File: src/rtl/wdt_pkg.sv
package wdt_pkg;
  localparam int unsigned DATA_W = 32;
  localparam logic [15:0] RESTART_KEY = 16'h4755;
  localparam logic [DATA_W-1:0] RELOAD_RST = 32'h03EF1480;

  typedef enum logic [2:0] {
    W_COUNT   = 3'd0,
    W_RELOAD  = 3'd1,
    W_RESTART = 3'd2,
    W_CTRL    = 3'd3,
    W_TSTAT   = 3'd4,
    W_TCLR    = 3'd5,
    W_WIDTH   = 3'd6,
    W_SPARE   = 3'd7
  } word_e;
endpackage

File: src/rtl/wdt_regs.sv
module wdt_regs
  import wdt_pkg::*;
#(
  parameter int unsigned ADDR_W = 12,
  parameter int unsigned PW_W   = 8
) (
  input  logic              clk_i,
  input  logic              rst_ni,
  input  logic [ADDR_W-1:0] addr_i,
  input  logic              we_i,
  input  logic [DATA_W-1:0] wdata_i,
  input  logic [DATA_W-1:0] count_i,
  input  logic              en_i,
  input  logic              expire_i,
  output logic [DATA_W-1:0] rdata_o,
  output logic [DATA_W-1:0] reload_o,
  output logic [PW_W-1:0]   width_o,
  output logic              restart_o,
  output logic              en_wr_o,
  output logic              en_val_o
);
  logic  in_map, wr_ok, clr;
  word_e word;
  logic  flag_q;
  logic [DATA_W-1:0] reload_q;
  logic [PW_W-1:0]   width_q;

  assign in_map    = (addr_i[1:0] == 2'b00) && (addr_i[ADDR_W-1:5] == '0);
  assign word      = word_e'(addr_i[4:2]);
  assign wr_ok     = we_i && in_map;
  assign restart_o = wr_ok && (word == W_RESTART) && (wdata_i[15:0] == RESTART_KEY);
  assign en_wr_o   = wr_ok && (word == W_CTRL);
  assign en_val_o  = wdata_i[0];
  assign clr       = wr_ok && (word == W_TCLR) && wdata_i[0];

  always_ff @(posedge clk_i or negedge rst_ni) begin
    if (!rst_ni) begin
      reload_q <= RELOAD_RST;
      width_q  <= '1;
      flag_q   <= 1'b0;
    end else begin
      if (wr_ok && word == W_RELOAD) reload_q <= wdata_i;
      if (wr_ok && word == W_WIDTH)  width_q  <= wdata_i[PW_W-1:0];
      if (expire_i)  flag_q <= 1'b1;
      else if (clr)  flag_q <= 1'b0;
    end
  end

  always_comb begin
    rdata_o = '0;
    if (in_map) begin
      unique case (word)
        W_COUNT:  rdata_o = count_i;
        W_RELOAD: rdata_o = reload_q;
        W_CTRL:   rdata_o = {{(DATA_W-1){1'b0}}, en_i};
        W_TSTAT:  rdata_o = {{(DATA_W-1){1'b0}}, flag_q};
        W_WIDTH:  rdata_o = {{(DATA_W-PW_W){1'b0}}, width_q};
        default:  rdata_o = '0;
      endcase
    end
  end

  assign reload_o = reload_q;
  assign width_o  = width_q;

  a_r8_flag_set: assert property (@(posedge clk_i) disable iff (!rst_ni)
    expire_i |=> rdata_o[0] || (word != W_TSTAT) || !in_map || flag_q);
  a_r10_reload_wr: assert property (@(posedge clk_i) disable iff (!rst_ni)
    (wr_ok && word == W_RELOAD) |=> reload_q == $past(wdata_i));
endmodule

File: src/rtl/wdt_core.sv
module wdt_core
  import wdt_pkg::*;
(
  input  logic              clk_i,
  input  logic              rst_ni,
  input  logic              tick_i,
  input  logic              restart_i,
  input  logic              en_wr_i,
  input  logic              en_val_i,
  input  logic [DATA_W-1:0] reload_i,
  output logic [DATA_W-1:0] count_o,
  output logic              en_o,
  output logic              expire_o
);
  logic [DATA_W-1:0] count_q;
  logic              en_q;
  logic              bus_op;

  assign bus_op   = restart_i || en_wr_i;
  assign expire_o = en_q && tick_i && !bus_op && (count_q <= 32'd1);

  always_ff @(posedge clk_i or negedge rst_ni) begin
    if (!rst_ni) begin
      count_q <= RELOAD_RST;
      en_q    <= 1'b0;
    end else if (restart_i) begin
      count_q <= reload_i;
    end else if (en_wr_i) begin
      if (en_val_i && !en_q) count_q <= reload_i;
      en_q <= en_val_i;
    end else if (expire_o) begin
      count_q <= '0;
      en_q    <= 1'b0;  // no rearm after expiry
    end else if (en_q && tick_i) begin
      count_q <= count_q - 32'd1;
    end
  end

  assign count_o = count_q;
  assign en_o    = en_q;

  a_r4_restart: assert property (@(posedge clk_i) disable iff (!rst_ni)
    restart_i |=> count_q == $past(reload_i));
  a_r6_step: assert property (@(posedge clk_i) disable iff (!rst_ni)
    (en_q && tick_i && !bus_op && count_q > 32'd1) |=> count_q == $past(count_q) - 32'd1);
  a_r6_hold: assert property (@(posedge clk_i) disable iff (!rst_ni)
    (!tick_i && !bus_op) |=> $stable(count_q));
  a_r7_stop: assert property (@(posedge clk_i) disable iff (!rst_ni)
    expire_o |=> !en_q && count_q == '0);
endmodule

File: src/rtl/wdt_pulse.sv
module wdt_pulse #(
  parameter int unsigned PW_W = 8
) (
  input  logic            clk_i,
  input  logic            rst_ni,
  input  logic            expire_i,
  input  logic [PW_W-1:0] width_i,
  output logic            rst_req_o
);
  logic [PW_W-1:0] left_q;

  always_ff @(posedge clk_i or negedge rst_ni) begin
    if (!rst_ni)              left_q <= '0;
    else if (expire_i)        left_q <= width_i;
    else if (left_q != '0)    left_q <= left_q - PW_W'(1);
  end

  assign rst_req_o = (left_q != '0);

  a_r9_start: assert property (@(posedge clk_i) disable iff (!rst_ni)
    (expire_i && width_i != '0) |=> rst_req_o);
  a_r9_source: assert property (@(posedge clk_i) disable iff (!rst_ni)
    $rose(rst_req_o) |-> $past(expire_i));
endmodule

File: src/rtl/wdt_top.sv
module wdt_top
  import wdt_pkg::*;
#(
  parameter int unsigned ADDR_W = 12,
  parameter int unsigned PW_W   = 8
) (
  input  logic              clk_i,
  input  logic              rst_ni,
  input  logic              tick_i,
  input  logic [ADDR_W-1:0] addr_i,
  input  logic              we_i,
  input  logic [DATA_W-1:0] wdata_i,
  output logic [DATA_W-1:0] rdata_o,
  output logic              rst_req_o
);
  logic [DATA_W-1:0] count, reload;
  logic [PW_W-1:0]   width;
  logic              en, expire, restart, en_wr, en_val;

  wdt_regs #(.ADDR_W(ADDR_W), .PW_W(PW_W)) u_regs (
    .clk_i, .rst_ni, .addr_i, .we_i, .wdata_i,
    .count_i(count), .en_i(en), .expire_i(expire),
    .rdata_o, .reload_o(reload), .width_o(width),
    .restart_o(restart), .en_wr_o(en_wr), .en_val_o(en_val)
  );

  wdt_core u_core (
    .clk_i, .rst_ni, .tick_i,
    .restart_i(restart), .en_wr_i(en_wr), .en_val_i(en_val),
    .reload_i(reload), .count_o(count), .en_o(en), .expire_o(expire)
  );

  wdt_pulse #(.PW_W(PW_W)) u_pulse (
    .clk_i, .rst_ni, .expire_i(expire), .width_i(width), .rst_req_o
  );

  a_r1_quiet_start: assert property (@(posedge clk_i) disable iff (!rst_ni)
    !en |=> !$rose(rst_req_o) || $past(expire));
endmodule

File: config.mk
export PLATFORM = sky130hd
export DESIGN_NAME = wdt_top
export DESIGN_NICKNAME = d
export VERILOG_FILES = /design/src/rtl/wdt_pkg.sv /design/src/rtl/wdt_regs.sv /design/src/rtl/wdt_core.sv /design/src/rtl/wdt_pulse.sv /design/src/rtl/wdt_top.sv
export SDC_FILE = /design/constraint.sdc
export NUM_CORES = 1
export LEC_CHECK = 0
export BUFFER_PORTS_ARGS = -buffer_cell sky130_fd_sc_hd__buf_2
export CAP_MARGIN = 5
export CORE_UTILIZATION = 36
export CTS_CLUSTER_DIAMETER = 100
export DETAILED_ROUTE_END_ITERATION = 6
export HOLD_SLACK_MARGIN = 0.06
export PLACE_DENSITY = 0.61
export SLEW_MARGIN = 10
export SYNTH_ARGS = -nofsm -noshare
export SYNTH_HDL_FRONTEND = slang
export SYNTH_HIERARCHICAL = 1
export SYNTH_SLANG_ARGS = --single-unit
File: constraint.sdc
create_clock -name clk_i -period 6.1 [get_ports clk_i]
set_input_delay 0.61 -clock clk_i [delete_from_list [all_inputs] [get_ports clk_i]]
set_output_delay 0.61 -clock clk_i [all_outputs]
set_load 0.02 [all_outputs]
==> results of run 1 <==
state kept, by name (all words and copies together), names as in the netlist:
signal and count:
u_core/count_o 32, u_core/en_o 1, u_pulse/left_q 8, u_regs/flag_q 1, u_regs/reload_o 32, u_regs/width_o 8
layer usage:
metal / global-route usage, % / share of wire (%) / vias up
met5: 0 / 0 / -
met4: 5.11 / 0.93 / 0
met3: 4.88 / 5.2 / 11
met2: 32.8 / 49 / 119
met1: 26.7 / 45 / 2232
li1: - / - / 2144
per-stage QoR:
stage | hold slack (ns) | util (%) | area (µm²) | cells
6_report | 0.223 | 43.4 | 6090 | 776
3_5_place_dp | 0.501 | 40.9 | 5740 | 760
3_3_place_gp | 0.487 | 40.9 | 5740 | 760
2_1_floorplan | 0.314 | - | 5240 | 528
4_1_cts | 0.236 | 43.4 | 6090 | 776
5_1_grt | 0.253 | 43.4 | 6090 | 776
how the worst max path moves through the flow:
stage | start | end | slack (ns) | cells past startpoint
global placement | wdata_i[5] | u_regs/flag_q | 2.09 | 12
CTS | wdata_i[5] | u_regs/flag_q | 2.39 | 12
global route | wdata_i[5] | u_regs/flag_q | 2.17 | 12
finish | wdata_i[5] | u_regs/flag_q | 2.31 | 12
floorplan | addr_i[4] | u_regs/flag_q | 2.96 | 11
detailed placement | wdata_i[5] | u_regs/flag_q | 2.02 | 12
logic make-up (layout without fill, tap and decap cells):
| family | Yosys count | in the layout |
|---|---|---|
| AO/OA/AOI/OAI | 119 | 119 |
| AND/OR/NAND/NOR | 184 | 184 |
| adder cells (fa/ha/maj) | 4 | 4 |
| buffers and inverters | 61 | 129 |
| multiplexers | 76 | 76 |
| XOR/XNOR | 2 | 2 |
| flip-flops | 82 | 82 |
cell type report:
class | instances | area, µm² | share of cell area [%]
multi-input cells | 385 | 2860 | 47.0
flip-flops and latches | 82 | 2090 | 34.4
repair buffers | 89 | 470 | 7.73
clock buffers | 12 | 246 | 4.05
well taps | 180 | 225 | 3.70
clock inverters | 4 | 98.8 | 1.62
inverters | 24 | 91.3 | 1.50
power groups by stage:
stage                     clock, mW  sequential [mW]  combinational, mW
final                         0.632            0.628              0.178
after global routing          0.670            0.636              0.199
after CTS                     0.650            0.628              0.179
after detailed placement          0            0.637              0.179
after global placement            0            0.636              0.173
after floorplan                   0            0.619              0.129
synthesized netlist by cell type (5+ instances only):
library cell   n
mux2i_1       26
buf_2          7
dfrtp_1       50
nor2_1        41
a221o_1        7
a31oi_1       11
nand3_1       11
nand4_1        6
mux2_2        46
o21ai_0       14
nor3_1        24
nor3b_1        5
nor4_1        12
or3_1         10
o41ai_1        5
o31ai_1       11
clkbuf_1      19
o221ai_1       7
buf_6          6
nand2_1       27
dfstp_2       32
a22oi_1       13
a21oi_1       16
or4_1         10
inv_1         23
o21ai_1        5
==> results.toml, run 1 <==
[timing]
fin_tns_setup_ns = 0
clock.fmax_mhz = 264
fin_crit_sh_pct = 62.1
min_period_ns = 3.79
max_slew_margin_pct = 24.3
rsz0062_at_grt = "false"
layout_setup_ws_ns = 2.31
finalMaxSlewViolations = 0
hold_violations = 0
setup_viol = 0
skew_ns = 0.00509
tightest_slew_ns = 1.13

[floorplanning]
placementRows = 43
io_pins = 81
die_area_um2 = 15000
die_x_um = 123
initial_core_util_pct = 37.3
core-area_um2 = 14000
die_height_um = 123

[routing]
drt_iter0_markers = 283
vias_per_cell = 5.81
first_pass_iters = 4
drt_wl_total_um = 14500
drc_errors = 0
antenna_violating_nets_post_route = 0
vias = 4506
avgRoutedWirePerCell_um = 18.7

[yosys]
yosys.area_share.simple_pct = 21.2
synth_compound_area_share_pct = 16.2
synthDistinctLibCells = 71
synth_top_area_share_pct = 23.9
synth.area.top_cells = "dfrtp_1, dfstp_2, mux2_2, mux2i_1, nor2_1"
synthMuxAreaShare_pct = 15.7
synth-seq-cells = 82
synth_xor_area_share_pct = 0.335
syn_avg_cell_area_um2 = 9.91
yosysTopAreaCell = "dfrtp_1"
synthArstFlopShare_pct = 100
synth_area_um2 = 5240
synth_top_family_by_area = "simple AND/OR/NAND/NOR gates"
syn-num-nets = 580
synthFlopType = "dfrtp_1"
synth_cells = 528
yosys_warnings = 6
synth_edf_count = 0
synth_fa_ha_area_share_pct = 0.956
yosysSeqAreaShare_pct = 40.0

[pwr]
switching_share_pct = 25.4
seq_power_share_pct = 43.7
power_mw = 1.44
power.internal_mw = 1.07
p_leak_nw = 2.63
vdd_drop_max_mv = 0.164
power.switching_mw = 0.365
pwr-share-comb_pct = 12.4
p_clk_share_pct = 44.0
p_per_area_nw_per_um2 = 236

[worst_setup_path]
path_class = "in -> reg"
rrSetupSlack_ns = 3.28
required_ns = 6.33
arrival_ns = 4.02
cp_slowest_cell = "or4_1"
r2r_end = "u_core/count_o[20]"
reg2regPathDepth = 7
start_kind = "primary input"
path_buf_inv = 4
r2r-start = "u_core/count_o[0]"
worst_path_most_repeated_cell = "buf_4"
crit_chain = "buf_2 -> nor4bb_1 -> nand3_1 -> nor4_1 -> buf_4 -> or2_2 -> buf_4 -> nor3_2 -> nand4_2 -> clkinv_2 -> or4_1 -> o22a_1"
path_max_fanout = 40
crit_family = "simple AND/OR/NAND/NOR gates"
slowest_delay_ns = 0.65
setup.worst_path.end_class = "flop"

[global_routing]
grt_pass1_wl_um = 23200
antenna_found_initial = 0
grt_overflow_total = 0
grt_max_degree = 48
first_global_vias = 4385
track_usage_pct = 20.1

[hold_path]
hp-class = "in -> async"

[run_status]
status = "completed"

[cts]
cts_buffers = 9
cts_tree = "yes"
root_buffer = "clkbuf_16"
cts_resized = 0
cts_setup_buffers = 0
cts_sinks = 82
hold_buffers = 0
clockBufferDepth = 2
clk_latency_ns = 0.34
htreeDepth = 3
clk_pin_slew_ns = 0.06

[placed_design]
portBuffers = 80
gp_congestion = 0.860
dpl_worst_slack_ns = 2.02
dp_hpwl_um = 10200

[layout]
drive_gt1_share_pct = 34.4
nets = 643
diodes = 0
final_cell_mix = "buf_2, dfrtp_1, mux2_2"
area_delta_synth_final_pct = 16.3
final_common_cell = "buf_2"
fillers = 1374

[job]
cap_violations = 0
(Power assumes the default switching activity.)
==> run 2, diff against run 1 <==
==> constraint.sdc (replaced) <==
create_clock -name clk_i -period 3.7 [get_ports clk_i]
set_input_delay 0.37 -clock clk_i [delete_from_list [all_inputs] [get_ports clk_i]]
set_output_delay 0.37 -clock clk_i [all_outputs]
set_load 0.02 [all_outputs]
==> results.toml, run 2 (same netlist as run 1, synthesis figures left out) <==
[run_status]
status = "completed"

[routing]
vias_per_cell = 5.87
drt_wl_total_um = 14800
antenna_violating_nets_post_route = 0
first_pass_iters = 5
met1Wirelength_um = 6780
vias = 4600
avgRoutedWirePerCell_um = 18.9
dr_wl_met3_um = 784
highest_layer = "met4"
drc_errors = 0
drt_iter0_markers = 330
wl_met2_um = 6990

[worst_setup_path]
r2r_end = "u_core/count_o[20]"
arrival_ns = 3.12
reg2regPathDepth = 7
path_max_fanout = 10
cp_slowest_cell = "nor3b_1"
path_buf_inv = 1
start_kind = "flop"
crit_family = "simple AND/OR/NAND/NOR gates"
path_class = "reg -> reg"
slowest_delay_ns = 0.65
setup.worst_path.end_class = "flop"
rrSetupSlack_ns = 0.86
r2r-start = "u_core/count_o[0]"
required_ns = 3.99
crit_chain = "inv_1 -> ha_1 -> nor3b_1 -> nand4_1 -> or4_1 -> nor3_1 -> a221o_1"

[job]
cap_violations = 0

[placed_design]
portBuffers = 80
gp_congestion = 0.892
dp_hpwl_um = 10300
post-place-cells = 767

[global_routing]
track_usage_pct = 20.8
grt_overflow_total = 0
grt_max_degree = 83
first_global_vias = 4673
grt_pass1_wl_um = 24100
antenna_found_initial = 0

[layout]
fin_cells = 783
drive_gt1_share_pct = 35.3
final_cell_mix = "buf_2, dfrtp_1, mux2_2"
area_delta_synth_final_pct = 17.0
final_common_cell = "buf_2"
seq_area_um2 = 2090
nets = 650
fillers = 1354
diodes = 0
multiInputGateArea_um2 = 2860

[pwr]
p_leak_nw = 2.66
vdd_drop_max_mv = 0.191
p_per_area_nw_per_um2 = 381

[cts]
clockBufferDepth = 2
cts_setup_buffers = 0
htreeDepth = 3
cts_tree = "yes"
cts_resized = 0
hold_buffers = 0
clk_latency_ns = 0.35
clk_pin_slew_ns = 0.06
cts_sinks = 82
cts_buffers = 9
root_buffer = "clkbuf_16"

[timing]
fin_tns_setup_ns = 0
min_period_ns = 2.84
finalMaxSlewViolations = 0
setup_viol = 0
clock.fmax_mhz = 352
skew_ns = 0.0107
hold_violations = 0
rsz0062_at_grt = "false"
fin_crit_sh_pct = 76.7
max_slew_margin_pct = 29.4
tightest_slew_ns = 1.06

[floorplanning]
initial_core_util_pct = 37.3
die_area_um2 = 15000
die_x_um = 123
core-area_um2 = 14000
die_height_um = 123
placementRows = 43
io_pins = 81

[hold_path]
hp-class = "in -> async"
-- run 2: routing by layer --
layer	up-vias	GRT usage (%)
li1	2164	-
met3	19	3.90
met1	2273	27.8
met5	-	0
met2	144	33.0
met4	0	8.61
-- run 2: final cells by class --
class	count	area share [%]
Clock buffer	12	4.19
Inverter	24	1.49
Multi-Input combinational cell	385	46.8
Timing Repair Buffer	96	8.54
Sequential cell	82	34.2
Clock inverter	4	1.21
Tap cell	180	3.68
-- run 2: worst max path at each step --
stage	to	startpoint	cells after the start	slack, ns
2_1_floorplan	u_regs/flag_q	addr_i[4]	11	0.80
3_3_place_gp	u_core/count_o[30]	addr_i[1]	10	0.68
3_5_place_dp	u_core/count_o[1]	addr_i[5]	11	0.58
4_1_cts	u_core/count_o[20]	u_core/count_o[0]	7	0.86
5_1_grt	u_core/count_o[30]	addr_i[5]	10	0.69
6_report	u_core/count_o[20]	u_core/count_o[0]	7	0.86
-- run 2: report_power, final --
part	switching [mW]	total [mW]	leakage, nW	internal, mW
clock	0.363	0.991	0.163	0.628
combinational	0.166	0.303	1.53	0.137
sequential	0.0820	1.04	0.965	0.955
total	0.611	2.33	2.66	1.72
-- run 2: worst register-to-register path, delay by kind of cell, from the launching register on --
kind	cells	cell delay [ns]
DFF	1	0.46
and+or+nand+nor	4	1.87
adders and majority gates	1	0.22
AOI/OAI and AO/OA	1	0.14
buffers and inverters	1	0.09
-- run 2: stage by stage --
step	hold slack [ns]	cell area [µm²]	setup slack, ns	utilization, %	power [mW]
after floorplan	0.0744	5240	0.803	-	1.23
after global routing	0.238	6130	0.693	43.6	2.44
after detailed placement	0.510	5800	0.576	41.3	1.36
after CTS	0.227	6130	0.863	43.6	2.35
after global placement	0.499	5800	0.683	41.3	1.34
final	0.178	6130	0.862	43.6	2.33
